===== src/rtl/prbs_pkg.sv =====
package prbs_pkg;
  localparam int unsigned PRBS_NUM  = 4;
  localparam int unsigned PRBS_MAXW = 21;

  localparam int unsigned LANE_W   [PRBS_NUM] = '{21, 20, 17, 18};
  localparam int unsigned LANE_TAP [PRBS_NUM] = '{2, 3, 3, 7};
  localparam logic [PRBS_MAXW-1:0] LANE_DEF [PRBS_NUM] =
    '{21'h15A5A3, 21'h0BEEF1, 21'h01C0DE, 21'h02F00D};

  // Mask of the low w bits of a maximum-width vector.
  function automatic logic [PRBS_MAXW-1:0] width_mask(input int unsigned w);
    logic [PRBS_MAXW-1:0] m;
    m = '0;
    for (int i = 0; i < int'(PRBS_MAXW); i++)
      if (i < int'(w)) m[i] = 1'b1;
    return m;
  endfunction

  // One internal-XOR step of an n-bit register with a single tap.
  function automatic logic [PRBS_MAXW-1:0] galois_next(
      input logic [PRBS_MAXW-1:0] s, input int unsigned w, input int unsigned t);
    logic [PRBS_MAXW-1:0] n;
    logic fb;
    fb = s[0];
    n  = '0;
    for (int i = 0; i < int'(PRBS_MAXW) - 1; i++)
      if (i < int'(w) - 1) n[i] = s[i+1];
    for (int i = 0; i < int'(PRBS_MAXW); i++) begin
      if (i == int'(w) - 1) n[i] = fb;
      if (i == int'(t) - 1) n[i] = n[i] ^ fb;
    end
    return n;
  endfunction

  // Value a register takes on a load: its seed slice, or the default if zero.
  function automatic logic [PRBS_MAXW-1:0] seed_pick(
      input logic [PRBS_MAXW-1:0] seed, input int unsigned w,
      input logic [PRBS_MAXW-1:0] def);
    logic [PRBS_MAXW-1:0] sl;
    sl = seed & width_mask(w);
    return (sl == '0) ? (def & width_mask(w)) : sl;
  endfunction
endpackage


===== src/rtl/galois_lfsr.sv =====
module galois_lfsr
  import prbs_pkg::*;
#(
  parameter int unsigned W = 21,
  parameter int unsigned T = 2,
  parameter logic [PRBS_MAXW-1:0] SEED = 21'h000001
) (
  input  logic                 clk,
  input  logic                 rst,
  input  logic                 step,
  input  logic                 load,
  input  logic [PRBS_MAXW-1:0] seed_in,
  output logic                 out_bit,
  output logic [PRBS_MAXW-1:0] state_o
);
  localparam logic [PRBS_MAXW-1:0] MASK = width_mask(W);

  logic [PRBS_MAXW-1:0] state_q;
  logic [PRBS_MAXW-1:0] load_val;
  logic [PRBS_MAXW-1:0] step_val;
  logic                 seed_is_zero;

  assign seed_is_zero = ((seed_in & MASK) == '0);
  assign load_val     = seed_pick(seed_in, W, SEED);
  assign step_val     = galois_next(state_q, W, T);

  always_ff @(posedge clk) begin
    if (rst)       state_q <= SEED & MASK;
    else if (load) state_q <= load_val;
    else if (step) state_q <= step_val;
  end

  assign out_bit = state_q[0];
  assign state_o = state_q;

  logic unused_ok;
  assign unused_ok = seed_is_zero;
endmodule


===== src/rtl/prbs_combiner.sv =====
module prbs_combiner #(
  parameter int unsigned N = 4
) (
  input  logic         clk,
  input  logic         rst,
  input  logic         step,
  input  logic [N-1:0] lane_bits,
  output logic         bit_out,
  output logic         bit_valid
);
  logic merged;
  assign merged = ^lane_bits;

  always_ff @(posedge clk) begin
    if (rst) begin
      bit_out   <= 1'b0;
      bit_valid <= 1'b0;
    end else begin
      bit_valid <= step;
      if (step) bit_out <= merged;
    end
  end
endmodule


===== src/rtl/prbs_source.sv =====
module prbs_source
  import prbs_pkg::*;
(
  input  logic        clk,
  input  logic        rst,
  input  logic        adv_en,
  input  logic        seed_load,
  input  logic [20:0] seed_in,
  output logic        bit_out,
  output logic        bit_valid
);
  logic                                 step_fire;
  logic [PRBS_NUM-1:0]                  lane_bit;
  logic [PRBS_NUM-1:0][PRBS_MAXW-1:0]   lane_state;

  assign step_fire = adv_en & ~seed_load;

  for (genvar g = 0; g < int'(PRBS_NUM); g++) begin : g_lane
    galois_lfsr #(
      .W   (LANE_W[g]),
      .T   (LANE_TAP[g]),
      .SEED(LANE_DEF[g])
    ) u_lfsr (
      .clk    (clk),
      .rst    (rst),
      .step   (step_fire),
      .load   (seed_load),
      .seed_in(seed_in),
      .out_bit(lane_bit[g]),
      .state_o(lane_state[g])
    );
  end

  prbs_combiner #(.N(PRBS_NUM)) u_comb (
    .clk      (clk),
    .rst      (rst),
    .step     (step_fire),
    .lane_bits(lane_bit),
    .bit_out  (bit_out),
    .bit_valid(bit_valid)
  );
endmodule


===== config.mk =====
export PLATFORM = sky130hd
export DESIGN_NAME = prbs_source
export DESIGN_NICKNAME = d
export VERILOG_FILES = /design/src/rtl/prbs_pkg.sv /design/src/rtl/galois_lfsr.sv /design/src/rtl/prbs_combiner.sv /design/src/rtl/prbs_source.sv
export SDC_FILE = /design/constraint.sdc
export NUM_CORES = 1
export LEC_CHECK = 0
export ABC_AREA = 1
export BUFFER_PORTS_ARGS = -buffer_cell sky130_fd_sc_hd__buf_2
export CORE_MARGIN = 3
export CORE_UTILIZATION = 55
export DETAILED_ROUTE_END_ITERATION = 10
export PLACE_DENSITY = 0.8
export SKIP_CTS_REPAIR_TIMING = 1
export SLEW_MARGIN = 20
export SYNTH_ARGS = -nofsm -noshare
export SYNTH_HDL_FRONTEND = slang
export SYNTH_SLANG_ARGS = --single-unit

===== constraint.sdc =====
create_clock -name clk -period 3.2 [get_ports clk]
set_input_delay 0.48 -clock clk [delete_from_list [all_inputs] [get_ports clk]]
set_output_delay 0.48 -clock clk [all_outputs]
set_load 0.05 [all_outputs]

# Yosys cells after proc, flatten, opt, wreduce, memory -nomap -nowiden
# Cells that the tools add are included.
# word_totals
register_bits,78
input_bits,25
out_inout_bits,2
elab_cells,30
# op_classes
mux,12
bitwise,6
n_reduce_logical,6
# op_table
op,n
$logic_not A21 Y1,4
$mux W21,3
$mux W20,3
$mux W18,3
$mux W17,3
$reduce_xor A4 Y1,1
$xor A1 B1 Y1,4
$reduce_bool A2 Y1,1
$and A1 B1 Y1,1
$not A1 Y1,1

# Longest topological paths before layout
# logic_depth
word_depth,4
depth_mapped,7
mapped_depth_nobuf,6

# Cells and area by module
# From an unflattened synthesis, not the netlist that was laid out.
# unflattened
cells_unflattened,677
hier_area_um2,4336.7
# by_module_without_submodules
mod,n_inst,cells_each,area_per_inst_um2,seq_area_each_um2
galois_lfsr (g_lane[1].u_lfsr),1,180,1146.1,400.4
galois_lfsr (g_lane[0].u_lfsr),1,174,1103.6,420.4
galois_lfsr (g_lane[3].u_lfsr),1,150,979.7,360.3
galois_lfsr (g_lane[2].u_lfsr),1,144,959.7,340.3
prbs_combiner,1,27,137.6,40.0
prbs_source,1,2,10.0,0.0

# Least setup slack after synthesis
# OpenSTA, ideal clock, no wires.
# synth_path
path_kind,input port to flip-flop
start,input port rst
end,register g_lane[0].u_lfsr.state_q[0]
setup_ns,0.129
arrival_time_ns,1.260
required_ns,3.071
path_slack_ns,1.811
cell_stages,6
n_path_buf,2
cell_sequence,buf_2 -> inv_1 -> buf_2 -> nand2_1 -> a211oi_1 -> nand2_1
# synth_rtl
item,line_no,rtl
from (decl),prbs_source.sv:5,"input logic rst,"
to (signal assigned),galois_lfsr.sv:28,if (rst) state_q <= SEED & MASK;
to (signal assigned),galois_lfsr.sv:29,else if (load) state_q <= load_val;
to (signal assigned),galois_lfsr.sv:30,else if (step) state_q <= step_val;
to (decl),galois_lfsr.sv:18,logic [PRBS_MAXW-1:0] state_q;

# Worst setup path in the final report
# layout_path
start,input port seed_load
end,register g_lane[1].u_lfsr.state_q[16]
# layout_between
elab_chain_cells,3
elab_cells_between_ends,4
classes_between,mux (1); bitwise (2); reduce/logical (1)
# layout_rtl
item,line_no,rtl
from (decl),prbs_source.sv:7,"input logic seed_load,"
$not A1 Y1,prbs_source.sv:16,assign step_fire = adv_en & ~seed_load;
$and A1 B1 Y1,prbs_source.sv:16,
$reduce_bool A2 Y1 (no line),--,
to (signal assigned),galois_lfsr.sv:28,
to (signal assigned),galois_lfsr.sv:29,
to (signal assigned),galois_lfsr.sv:30,
to (decl),galois_lfsr.sv:18,
# Several ways; a longest one is shown, not always the timed one.
# A chain may end at the register's enable or synchronous reset.

==> summary.md <==
| Metric | Value |
|---|---|
| Slack of the worst reg-to-reg path | 2220 ps |
| Routed WL | 8020 um |
| Syn. warnings | 0 |
| Synth unique cells | 24 |
| Main combinational cell family by area after synthesis | simple AND/OR/NAND/NOR gates |
| Avg WL per Cell | 13.5 um |
| Crit-path cells | buf_2 -> inv_2 -> nand2_2 -> nor2_1 -> a211oi_1 -> nand2_1 |
| Post-synth EDFFs | 0 |
| Area share of fa/ha/maj cells after synthesis | 0 |
| Initial Util | 0.578 |
| Crit path launch type | input port |
| Pre-antenna DRT Iters | 4 |
| Mapped cell area | approximately 0.0035 mm^2 |
| Crit path DAT | 1980 ps |
| Slew HR | 0.482 |
| Req. time, crit path | 3400 ps |
| Share of cells above drive strength 1 | 0.107 |
| FF-to-FF path depth | 5 |
| Worst Max-Slew Pin Slew | approximately 780 ps |
| Clock net sink count | between 70 and 80 |
| Most common cell in the synthesized netlist | nand2_1 |
| RD Place Congestion | roughly 0.85 |
| Top post-synthesis cells by area | dfxtp_1 45%, nand2_1 18%, inv_1 7.3% |
| Min-Delay Endpoint | g_lane[3].u_lfsr.state_o[13] |
| Vias | around 3200 |
| Reg clk slew, reported paths | around 80 ps |
| CP peak stage delay | roughly 540 ps |
| Total grt overflow | 0 |
| Rows | 28 |
| Yosys top cell area share | 0.449 |
| Vias per cell | about 5.3 |
| Hold path startpoint | g_lane[3].u_lfsr.state_o[14] |
| Register area share after synthesis | 0.449 |
| Largest net degree at the start of global routing | 36 |
| Global-route wire length before repair | about 14000 um |
| Dpl cell area | 0.00362 mm^2 |
| CP Class | in -> reg |
| Worst r2r dst | g_lane[0].u_lfsr.state_o[1] |
| Die Wd | between 80 and 90 um |
| Synth Instances | 499 |
| FF-to-FF Start | g_lane[0].u_lfsr.state_o[0] |
| CTS Buf Count | 9 |
| RSZ-0062 raised after global routing | false |
| Status | completed |
| Clk_skew | between 8 and 9 ps |
| Power Density | 525 mW/mm^2 |
| Seq cells post-synth | just under 80 |
| CTS Root Cell | clkbuf_8 |
| H-tree Lvls | 3 |
| Pins Over Slew Limit | 0 |
| Core ar. | around 0.006 mm^2 |
| Yosys top cell by area | dfxtp_1 |
| Synth Area per Inst | 6.98 um^2 |
| Synth Flop Type | dfxtp_1 |
| Total GRT Usage | 0.238 |
| Commonest cells post-synth | 163 x nand2_1, 78 x dfxtp_1, 68 x inv_1, 49 x nor2_1, 28 x a211oi_1 |
| Area grow syn2layout | 8.81% |
| N_diodes | 0 |
| Delay-heaviest family, CP | simple AND/OR/NAND/NOR gates |
| Detail Route Antenna Nets | 0 |
| Layout Nets | about 540 |
| Fmax | 563 MHz |
| Worst VDD drop | 0.324 mV |
| Static Leak | approximately 1.9 nW |
| WHS Path Cells | 2 |
| Die area | roughly 0.0073 mm^2 |
| Initial antenna violation count | 0 |
| MaxCap Viol Count | 0 |
| Compound-Gate Fraction of Synth Area | 0.154 |
| IO buf count | 26 |
| CP max stage cell | nand2_2 |
| Crit path time final | roughly 1800 ps |
| Xor/xnor share of the synthesized area | 0.0126 |
| Chip height | 85.6 um |
| Post-route DRC | 0 |
| Worst-path fanout max | 35 |
| Detailed Place HPWL | 5370 um |
| Clk_lat worst skew | approximately 350 ps |
| Final count of hold timing violations | 0 |
| CTS tree | built |
| Period utilization | 0.555 |
| Worst-case clock buffer depth | 2 |
| Hold WC Path Type | reg -> reg |
| Syn Nets | 524 |
| Async set or reset register ratio after synthesis | 0 |
| Vias in the first global route | 2969 |
| DR iter-0 viols | 185 |
| Mux contribution to synthesized area | 0 |
| Final setup viols | 0 |
| Buf/Inv on CP | 2 |
| I/O pins | 27 |
| Post-Synth Simple-Gate Area | 0.272 |
| Final setup TNS | 0 ps |
| CP Capture Type | register |
| Post-route cell area | 0.00379 mm^2 |
==> area by class of cell <==
cell class	count	area (um^2)
clock buffers	12	145
repair buffers	32	175
multi-input cells	326	1530
fillers	598	2240
clock inverters	4	22.5
flip-flops and latches	78	1560
inverters	69	259
well taps	75	93.8
==> layout by cell type, fill, tap and decap left out, drive strengths merged <==
cell type	netlist	layout
nand3	16	16
nand2	165	165
clkinv	0	3
o22ai	3	3
o21a	1	1
a21oi	13	13
buf	22	32
xor2	3	3
inv	69	69
o211ai	16	16
a211oi	28	28
nor3	1	1
clkinvlp	0	1
xnor2	2	2
dfxtp	78	78
nor2	53	53
nand4	4	4
a31o	2	2
o21ai	18	18
a31oi	1	1
clkbuf	4	12
==> metal layers <==
metal  vias to the layer above  track usage  wire length (um)
met5                         -            0                 0
met4                         0       0.0993               123
met3                        13       0.0442               574
met2                        94        0.373              3560
met1                      1447        0.325              3760
li1                       1608            -                 -
==> kinds of logic (layout without fill, tap and decap cells) <==
kind of cell,count (synthesis),after routing
buffers and inverters,95,117
AO/OA/AOI/OAI,82,82
flip-flops,78,78
AND/OR/NAND/NOR,239,239
XOR/XNOR,5,5
==> flip-flops by register name (all words and copies together) (netlist names) <==
| register | count |
|---|---|
| g_lane.u_lfsr.state_o | 76 |
| u_comb.bit_out | 1 |
| u_comb.bit_valid | 1 |
==> metrics by stage <==
stage | instances | hold slack, ps | total power [mW] | utilization | worst slack, ps
floorplan | 499 | 426 | 1.29 | - | 1810
global placement | 580 | 443 | 1.35 | 0.601 | 1170
detailed placement | 580 | 451 | 1.36 | 0.601 | 1090
global route | 596 | 486 | 2.09 | 0.629 | 1270
finish | 596 | 463 | 1.99 | 0.629 | 1420
CTS | 596 | 446 | 2.00 | 0.629 | 1460
==> power by group <==
| group | internal (mW) | switching, mW | leakage, nW |
|---|---|---|---|
| Sequential | 1.04 | 0.0362 | 0.650 |
| Combinational | 0.0960 | 0.164 | 1.17 |
| Clock | 0.299 | 0.347 | 0.0861 |
| Total | 1.44 | 0.547 | 1.90 |
==> worst max-delay path by stage <==
stage / from / endpoint / cells past startpoint
floorplan: rst / g_lane[0].u_lfsr.state_o[0] / 6
global placement: seed_load / g_lane[1].u_lfsr.state_o[4] / 6
detailed placement: seed_load / g_lane[1].u_lfsr.state_o[4] / 6
CTS: seed_load / g_lane[1].u_lfsr.state_o[16] / 6
global route: seed_load / g_lane[0].u_lfsr.state_o[10] / 6
finish: seed_load / g_lane[1].u_lfsr.state_o[16] / 6
==> tightest hold or removal path, cell delays in order (launching register included) <==
cell and delay, ps:
dfxtp_1 330, a21oi_1 60, nand2_1 50
Note: power is estimated with default switching activity, not from simulation.
